===== src/rtl/dfr_pkg.sv =====
package dfr_pkg;
    localparam int ADDR_W    = 24;
    localparam int CMD_BITS  = 40;
    localparam int DUMMY_W   = 8;

    typedef enum logic [2:0] {
        ST_IDLE,
        ST_CMD,
        ST_DATA,
        ST_DRAIN,
        ST_HOLD,
        ST_GAP
    } fsm_t;

    typedef struct packed {
        logic [7:0]        data;
        logic [ADDR_W-1:0] addr;
    } beat_t;

    function automatic logic [CMD_BITS-1:0] build_cmd(
        input logic [7:0]        op,
        input logic [ADDR_W-1:0] a
    );
        return {op, a, {DUMMY_W{1'b0}}};
    endfunction

    function automatic logic [ADDR_W-1:0] step_addr(input logic [ADDR_W-1:0] a);
        return a + ADDR_W'(1);
    endfunction
endpackage


===== src/rtl/dfr_sclk_gen.sv =====
module dfr_sclk_gen #(
    parameter int DIV = 4
) (
    input  logic clk,
    input  logic rst,
    input  logic en,
    output logic sclk,
    output logic rise,
    output logic fall
);
    localparam int HALF = DIV / 2;
    localparam int PH_W = (HALF > 1) ? $clog2(HALF) : 1;

    logic [PH_W-1:0] ph;
    logic            term;

    assign term = en && (ph == PH_W'(HALF - 1));
    assign rise = term && !sclk;
    assign fall = term && sclk;

    always_ff @(posedge clk) begin
        if (rst) begin
            ph   <= '0;
            sclk <= 1'b0;
        end else if (!en) begin
            ph   <= '0;
        end else if (term) begin
            ph   <= '0;
            sclk <= ~sclk;
        end else begin
            ph   <= ph + PH_W'(1);
        end
    end

    // a disabled generator keeps the serial clock level
    assert_gen_frozen_R8: assert property (@(posedge clk) disable iff (rst)
        !en |=> $stable(sclk));
endmodule


===== src/rtl/dfr_cmd_shift.sv =====
module dfr_cmd_shift
    import dfr_pkg::*;
#(
    parameter logic [7:0] OPCODE = 8'h3B
) (
    input  logic              clk,
    input  logic              rst,
    input  logic              load,
    input  logic [ADDR_W-1:0] addr,
    input  logic              shift,
    output logic              bit_out
);
    logic [CMD_BITS-1:0] sr;

    assign bit_out = sr[CMD_BITS-1];

    always_ff @(posedge clk) begin
        if (rst) begin
            sr <= '0;
        end else if (load) begin
            sr <= build_cmd(OPCODE, addr);
        end else if (shift) begin
            sr <= {sr[CMD_BITS-2:0], 1'b0};
        end
    end
endmodule


===== src/rtl/dfr_pair_capture.sv =====
module dfr_pair_capture (
    input  logic       clk,
    input  logic       rst,
    input  logic       clear,
    input  logic       strobe,
    input  logic       d_hi,
    input  logic       d_lo,
    output logic       done,
    output logic [7:0] byte_out
);
    logic [5:0] sr;
    logic [1:0] cnt;

    assign done     = strobe && (cnt == 2'd3);
    assign byte_out = {sr, d_hi, d_lo};

    always_ff @(posedge clk) begin
        if (rst || clear) begin
            sr  <= '0;
            cnt <= '0;
        end else if (strobe) begin
            sr  <= {sr[3:0], d_hi, d_lo};
            cnt <= cnt + 2'd1;
        end
    end
endmodule


===== src/rtl/dual_flash_reader.sv =====
module dual_flash_reader
    import dfr_pkg::*;
#(
    parameter int         DIV    = 4,
    parameter int         CNT_W  = 16,
    parameter logic [7:0] OPCODE = 8'h3B
) (
    input  logic              clk,
    input  logic              rst,
    input  logic              req_valid,
    output logic              req_ready,
    input  logic [ADDR_W-1:0] req_addr,
    input  logic [CNT_W-1:0]  req_count,
    output logic              out_valid,
    input  logic              out_ready,
    output logic [7:0]        out_data,
    output logic [ADDR_W-1:0] out_addr,
    output logic              busy,
    output logic              cs_n,
    output logic              sclk,
    output logic              dq0_out,
    output logic              dq0_en,
    input  logic              dq0_in,
    input  logic              dq1_in
);
    localparam int BC_W = $clog2(CMD_BITS + 1);
    localparam int GC_W = $clog2(DIV) + 1;

    fsm_t              state;
    beat_t             beat_q;
    logic [ADDR_W-1:0] addr_q;
    logic [CNT_W-1:0]  rem;
    logic [BC_W-1:0]   bitcnt;
    logic [GC_W-1:0]   gcnt;

    logic clk_en, rise, fall, start, cap_done, stalled;
    logic [7:0] cap_byte;

    assign start     = (state == ST_IDLE) && req_valid && (req_count != '0);
    assign stalled   = out_valid && !out_ready;
    assign clk_en    = (state == ST_CMD) || (state == ST_DRAIN) ||
                       ((state == ST_DATA) && !stalled);
    assign busy      = (state != ST_IDLE);
    assign req_ready = (state == ST_IDLE);
    assign out_data  = beat_q.data;
    assign out_addr  = beat_q.addr;

    dfr_sclk_gen #(.DIV(DIV)) u_clk (
        .clk  (clk),
        .rst  (rst),
        .en   (clk_en),
        .sclk (sclk),
        .rise (rise),
        .fall (fall)
    );

    dfr_cmd_shift #(.OPCODE(OPCODE)) u_cmd (
        .clk     (clk),
        .rst     (rst),
        .load    (start),
        .addr    (req_addr),
        .shift   (fall && (state == ST_CMD)),
        .bit_out (dq0_out)
    );

    dfr_pair_capture u_cap (
        .clk      (clk),
        .rst      (rst),
        .clear    (start),
        .strobe   (rise && (state == ST_DATA)),
        .d_hi     (dq1_in),
        .d_lo     (dq0_in),
        .done     (cap_done),
        .byte_out (cap_byte)
    );

    always_ff @(posedge clk) begin
        if (rst) begin
            state     <= ST_IDLE;
            cs_n      <= 1'b1;
            dq0_en    <= 1'b0;
            out_valid <= 1'b0;
            beat_q    <= '0;
            addr_q    <= '0;
            rem       <= '0;
            bitcnt    <= '0;
            gcnt      <= '0;
        end else begin
            if (out_valid && out_ready) out_valid <= 1'b0;
            case (state)
                ST_IDLE: begin
                    if (start) begin
                        cs_n   <= 1'b0;
                        dq0_en <= 1'b1;
                        addr_q <= req_addr;
                        rem    <= req_count;
                        bitcnt <= '0;
                        state  <= ST_CMD;
                    end
                end
                ST_CMD: begin
                    if (rise) begin
                        bitcnt <= bitcnt + BC_W'(1);
                        if (bitcnt == BC_W'(CMD_BITS - 1)) state <= ST_DATA;
                    end
                end
                ST_DATA: begin
                    if (fall) dq0_en <= 1'b0;
                    if (cap_done) begin
                        out_valid   <= 1'b1;
                        beat_q.data <= cap_byte;
                        beat_q.addr <= addr_q;
                        addr_q      <= step_addr(addr_q);
                        rem         <= rem - CNT_W'(1);
                        if (rem == CNT_W'(1)) state <= ST_DRAIN;
                    end
                end
                ST_DRAIN: begin
                    if (fall) state <= ST_HOLD;
                end
                ST_HOLD: begin
                    if (!out_valid || out_ready) begin
                        cs_n  <= 1'b1;
                        gcnt  <= '0;
                        state <= ST_GAP;
                    end
                end
                ST_GAP: begin
                    gcnt <= gcnt + GC_W'(1);
                    if (gcnt == GC_W'(DIV - 1)) state <= ST_IDLE;
                end
                default: state <= ST_IDLE;
            endcase
        end
    end

    // serial clock rests low whenever the device is deselected
    assert_clk_low_deselected_R10: assert property (@(posedge clk) disable iff (rst)
        cs_n |-> !sclk);

    // command bit holds while the clock is high
    assert_cmd_stable_R3: assert property (@(posedge clk) disable iff (rst)
        (state == ST_CMD && sclk) |-> $stable(dq0_out));

    // line 0 is never driven outside a transaction
    assert_no_drive_deselected_R4: assert property (@(posedge clk) disable iff (rst)
        cs_n |-> !dq0_en);

    // offered byte holds under backpressure
    assert_hold_offer_R8: assert property (@(posedge clk) disable iff (rst)
        (out_valid && !out_ready) |=> (out_valid && $stable(out_data) && $stable(out_addr)));

    // serial clock frozen under backpressure in the data phase
    assert_freeze_clock_R8: assert property (@(posedge clk) disable iff (rst)
        (state == ST_DATA && out_valid && !out_ready) |=> $stable(sclk));

    // bytes are offered only while the device is selected
    assert_offer_inside_R7: assert property (@(posedge clk) disable iff (rst)
        out_valid |-> !cs_n);

    // still busy right after deselect
    assert_gap_busy_R9: assert property (@(posedge clk) disable iff (rst)
        $rose(cs_n) |=> busy);
endmodule


===== config.mk =====
export PLATFORM = sky130hd
export DESIGN_NAME = dual_flash_reader
export DESIGN_NICKNAME = d
export VERILOG_FILES = /design/src/rtl/dfr_pkg.sv /design/src/rtl/dfr_sclk_gen.sv /design/src/rtl/dfr_cmd_shift.sv /design/src/rtl/dfr_pair_capture.sv /design/src/rtl/dual_flash_reader.sv
export SDC_FILE = /design/constraint.sdc
export NUM_CORES = 1
export LEC_CHECK = 0
export BUFFER_PORTS_ARGS = -buffer_cell sky130_fd_sc_hd__buf_2
export CORE_ASPECT_RATIO = 1.1
export CORE_MARGIN = 1
export CORE_UTILIZATION = 30
export DETAILED_ROUTE_END_ITERATION = 6
export GPL_ROUTABILITY_DRIVEN = 0
export PLACE_DENSITY = 0.57
export SLEW_MARGIN = 20
export SYNTH_ARGS = -nofsm -noshare
export SYNTH_HDL_FRONTEND = slang
export SYNTH_SLANG_ARGS = --single-unit

===== constraint.sdc =====
create_clock -name clk -period 2.93 [get_ports clk]
set_input_delay 0.586 -clock clk [delete_from_list [all_inputs] [get_ports clk]]
set_output_delay 0.586 -clock clk [all_outputs]
set_load 0.01 [all_outputs]

Yosys cells after proc, flatten, opt, wreduce, memory -nomap -nowiden:

Index checks and enable logic that the tools add are counted.

* input port bits: 46
* register bits: 129
* output and inout port bits: 39
* RAM bits: 0
* memory bits (read-only): 0
* logic and storage cells: 110
* latch bits: 0
* memories kept: 0

* bitwise operators: 2
* div/mod/pow operators: 0
* multiply operators: 0
* shifts and indexed selects: 0
* reduce and logical (&&, ||, !) cells: 37
* mux-type cells: 31
* $lt $le $gt $ge: 0
* eq/ne operators: 18
* add/subtract/negate cells: 6

Operators by type and width (number)
* $mux 38: 2
* $mux 24: 2
* $pmux 24 s2: 1
* $mux 16: 2
* $pmux 16 s2: 1
* $mux 3: 9
* $add 24x1->24 const B: 1
* $pmux 3 s6: 1
* $eq 16x1->1 const B: 1
* $reduce_bool 16->1: 1
* $sub 16x1->16 const B: 1
* $mux 6: 2
* $ne 2x2->1 const B: 6
* $pmux 6 s2: 1
* $reduce_and 3->1: 4
* $logic_and 1x1->1: 11
* $reduce_bool 2->1: 5
* $eq 3x2->1 const B: 3
* $reduce_and 8->1: 1
* $mux 1: 7
* $add 6x1->6 const B: 1
* $eq 3x3->1 const B: 2
* $eq 6x6->1 const B: 1
* $ne 2x1->1 const B: 3
* other kinds (15): 25

Depth between registers and ports, before layout:

* depth after elaboration: 11
* depth in mapped cells: 9
* mapped depth without buffers: 7

Hierarchy:

Synthesis repeated with hierarchy kept, for this count alone.

* cell total of the unflattened synthesis: 770
* area total of the unflattened synthesis: 6331.1 um^2

By module, submodules not included
* dual_flash_reader: seq. area each 1741.7 um^2, instances 1, area an instance 4471.8 um^2, cells an instance 597
* dfr_cmd_shift: seq. area each 640.6 um^2, instances 1, area an instance 1441.4 um^2, cells an instance 133
* dfr_pair_capture: seq. area each 160.2 um^2, instances 1, area an instance 327.8 um^2, cells an instance 31
* dfr_sclk_gen: seq. area each 40.0 um^2, instances 1, area an instance 90.1 um^2, cells an instance 9

Worst setup path before layout:

Ideal clock, no wire load.

* kind: input port to flip-flop
* start: in req_count[0]
* end: reg addr_q[2]
* path buffers: 2
* data required time: 2.814 ns
* stages on the path: 7
* data arrival time: 2.354 ns
* slack: 0.461 ns
* setup time: 0.116 ns
* path through: or4_1 -> o41a_1 -> buf_2 -> a21oi_4 -> buf_4 -> nor3_1 -> a31o_1

* cells in the longest elaborated chain, start to end: 4

Ends and longest elaborated chain
* from (decl): RTL line dual_flash_reader.sv:13 `input logic [CNT_W-1:0] req_count,`
* $reduce_bool 16->1: RTL line dual_flash_reader.sv:39 `assign start = (state == ST_IDLE) && req_valid && (req_count != '0);`
* $logic_and 1x1->1: RTL line dual_flash_reader.sv:39
* $ne 2x1->1 (no source line)
* $reduce_and 3->1 (no source line)
* to (signal assigned): RTL line dual_flash_reader.sv:95 `addr_q <= req_addr;`
* to (signal assigned): RTL line dual_flash_reader.sv:113 `addr_q <= step_addr(addr_q);`
* to (decl): RTL line dual_flash_reader.sv:31 `logic [ADDR_W-1:0] addr_q;`

Every way passes these cells.
A chain may end at the register's enable or synchronous reset.

Final worst setup path:

* start: reg state[2]
* end: out req_ready

* cells in the longest elaborated chain, start to end: 1

Ends and longest elaborated chain
* from (decl): RTL line dual_flash_reader.sv:29 `fsm_t state;`
* from (signal assigned): RTL line dual_flash_reader.sv:79 `state <= ST_IDLE;`
* from (signal assigned): RTL line dual_flash_reader.sv:98 `state <= ST_CMD;`
* from (signal assigned): RTL line dual_flash_reader.sv:104 `if (bitcnt == BC_W'(CMD_BITS - 1)) state <= ST_DATA;`
* $logic_not 3->1: RTL line dual_flash_reader.sv:44 `assign req_ready = (state == ST_IDLE);`
* to (decl): RTL line dual_flash_reader.sv:11 `output logic req_ready,`

Every way passes these cells.

==> flow_metrics.tcl <==
set metrics [dict create \
    via_per_inst 5.30 \
    grt_pass1_vias 5488 \
    worst_pin_slew_ps 737 \
    holdCritStartpoint "dq1_in" \
    synth-seq-cells 129 \
    grt_overflow 0 \
    wl_met2_microns 8250 \
    coreArea_sq_mm 0.0199 \
    finalMaxSlewViolations 0 \
    die-area_sq_mm 0.0209 \
    dp_slack_ps 88.2 \
    path_buf_inv 2 \
    tns_ps 0 \
    layout_common_cells "nand2_1, dfxtp_1, a21oi_1" \
    synth-edff-count 0 \
    clock_latency_ps 420 \
    fill_cells 2140 \
    hp-class "input port to flip-flop" \
    cp_top_family "buffers and inverters" \
    status "finished clean" \
    whs_endpoint "out_data[1]" \
    met3RoutedLength_microns 946 \
    dieHeight_microns 151 \
    reg2reg_depth 5 \
    post_cts_buffers 0 \
    end_kind "output port" \
    cts_sinks 129 \
    cts_buffers 17 \
    ctsHoldBuffers 0 \
    synth_area_sq_mm 0.00609 \
    crit_arrival_ps 1980 \
    cts_root_buf "clkbuf_16" \
    setup_ws_ps 363 \
    startpoint "state[2]" \
    synth_flop_cell "dfxtp_1" \
    rsz0062_at_grt "no" \
    synthCells 784 \
    io_buffers 84 \
    antenna_found_initial 3 \
    required_ps 2340 \
    ctsResizeCount 0 \
    clockBufferDepth 2 \
    timing.fmax_mhz 390 \
    io_pins 85 \
    synthDistinctLibCells 64 \
    htree_num_levels 4 \
    cts.clk_slew.worst_paths_ps 60 \
    period_minus_slack_ps 2570 \
    die_w_microns 138 \
    hpwlAfterDp_microns 12200 \
    ir_drop_uv 443 \
    grt_pass1_wl_microns 29000 \
    drt_wl_total_microns 17900 \
    finalHoldViolCount 0 \
    finalPower_mw 6.44 \
    fin_skew_ps 7.51 \
    path_class "flip-flop to output port" \
    power.leakage_nw 2.86 \
    r2r-end "bitcnt[1]" \
    cap_violations 0 \
    area_delta_synth_final_pct 22.5 \
    startpoint_type "flip-flop" \
    maxSlewHeadroom 0.504 \
    whs_ps 420 \
    first_pass_iters 4 \
    antenna_left 0 \
    drt_iter0_drc 361 \
    grt_max_degree 114 \
    power.density_mw_per_mm2 864 \
    cts_tree "built" \
    dp_cells 1079 \
    fin_crit_sh 0.876 \
    setup_viol 0 \
    slowest_delay_ps 610 \
    ys_seq_area_frac 0.424 \
    final_cells 1113 \
    wl_per_cell_microns 16.1 \
    slowest_stage "dfxtp_1" \
    synth_nets 837 \
    yosysWarnings 0 \
    post-route-drc-count 0 \
    initial_core_util 0.307 \
    path_max_fanout 14 \
    top_layer_used "met5" \
    async_flop_share 0 \
    rows 54 \
    fin_nets 899 \
    vias 5897 \
    r2r_start "state[1]" \
    track_usage 0.181 \
    path_cells "or3_1 -> clkinv_1 -> buf_2" \
    wl_met1_microns 8490 \
    drive_above_1_share 0.182 \
    syn_avg_cell_area_sq_um 7.77 \
    rrSetupSlack_ps 640 \
    layout_commonest_cell "nand2_1" \
    min_path_cells 3 \
]
## synthesized netlist by cell type (all sizes together) (9+ instances only)
library cell	number	area [sq um]
nand2	151	567
dfxtp	129	2580
a21oi	122	629
clkbuf	52	195
nor2	51	191
o21ai	42	210
nor3	27	135
a22oi	23	173
nand3	15	75.1
nand4	12	75.1
buf	11	58.8
or3	11	68.8
or4	9	67.6
## per-layer routing
metal	vias to the layer above	track usage
li1	2957	-
met1	2793	0.239
met2	124	0.289
met3	21	0.0485
met4	2	0.0451
met5	-	0
## cells by family after synthesis
group                    Yosys count  synth area share
XOR/XNOR                           4           0.00576
flip-flops                       129             0.424
multiplexers                       9            0.0150
AND/OR/NAND/NOR                  317             0.242
adder cells (fa/ha/maj)            7            0.0144
AO/OA/AOI/OAI                    247             0.252
buffers and inverters             71            0.0466
## state kept, by name, summed over array words and instances (netlist names), 6 cells and up
register and cells:
out_data 8, u_cmd.sr 32, bitcnt 6, rem 16
u_cap.sr 6, addr_q 24, out_addr 24
## area by class of cell
class,instances,area [sq um],share of cell area
flip-flops and latches,129,2580,0.346
clock inverters,14,228,0.0305
multi-input cells,584,3230,0.433
diodes,2,5.00,0.000671
repair buffers,106,626,0.0839
clock buffers,18,439,0.0589
inverters,8,30.0,0.00403
well taps,252,315,0.0423
## worst max-delay path by stage
stage	to	cells after the start
4_1_cts	req_ready	3
5_1_grt	req_ready	3
2_1_floorplan	addr_q[2]	7
3_3_place_gp	addr_q[14]	7
3_5_place_dp	rem[3]	7
6_report	req_ready	3
## worst register-to-register path: stages (launching register included)
cell and delay (ps):
dfxtp_1 450, or3_1 540, nor2_2 580, buf_4 340, o2111ai_1 150, a21oi_1 150
## power by group
part	internal, mW	switching (mW)
combinational	0.674	1.08
sequential	2.01	0.279
clock	1.55	0.852
## through the flow
stage,utilization,area (sq um)
6_report,0.375,7460
5_1_grt,0.375,7460
4_1_cts,0.375,7450
3_5_place_dp,0.342,6790
3_3_place_gp,0.342,6790
2_1_floorplan,-,6090
(Power assumes the default switching activity.)
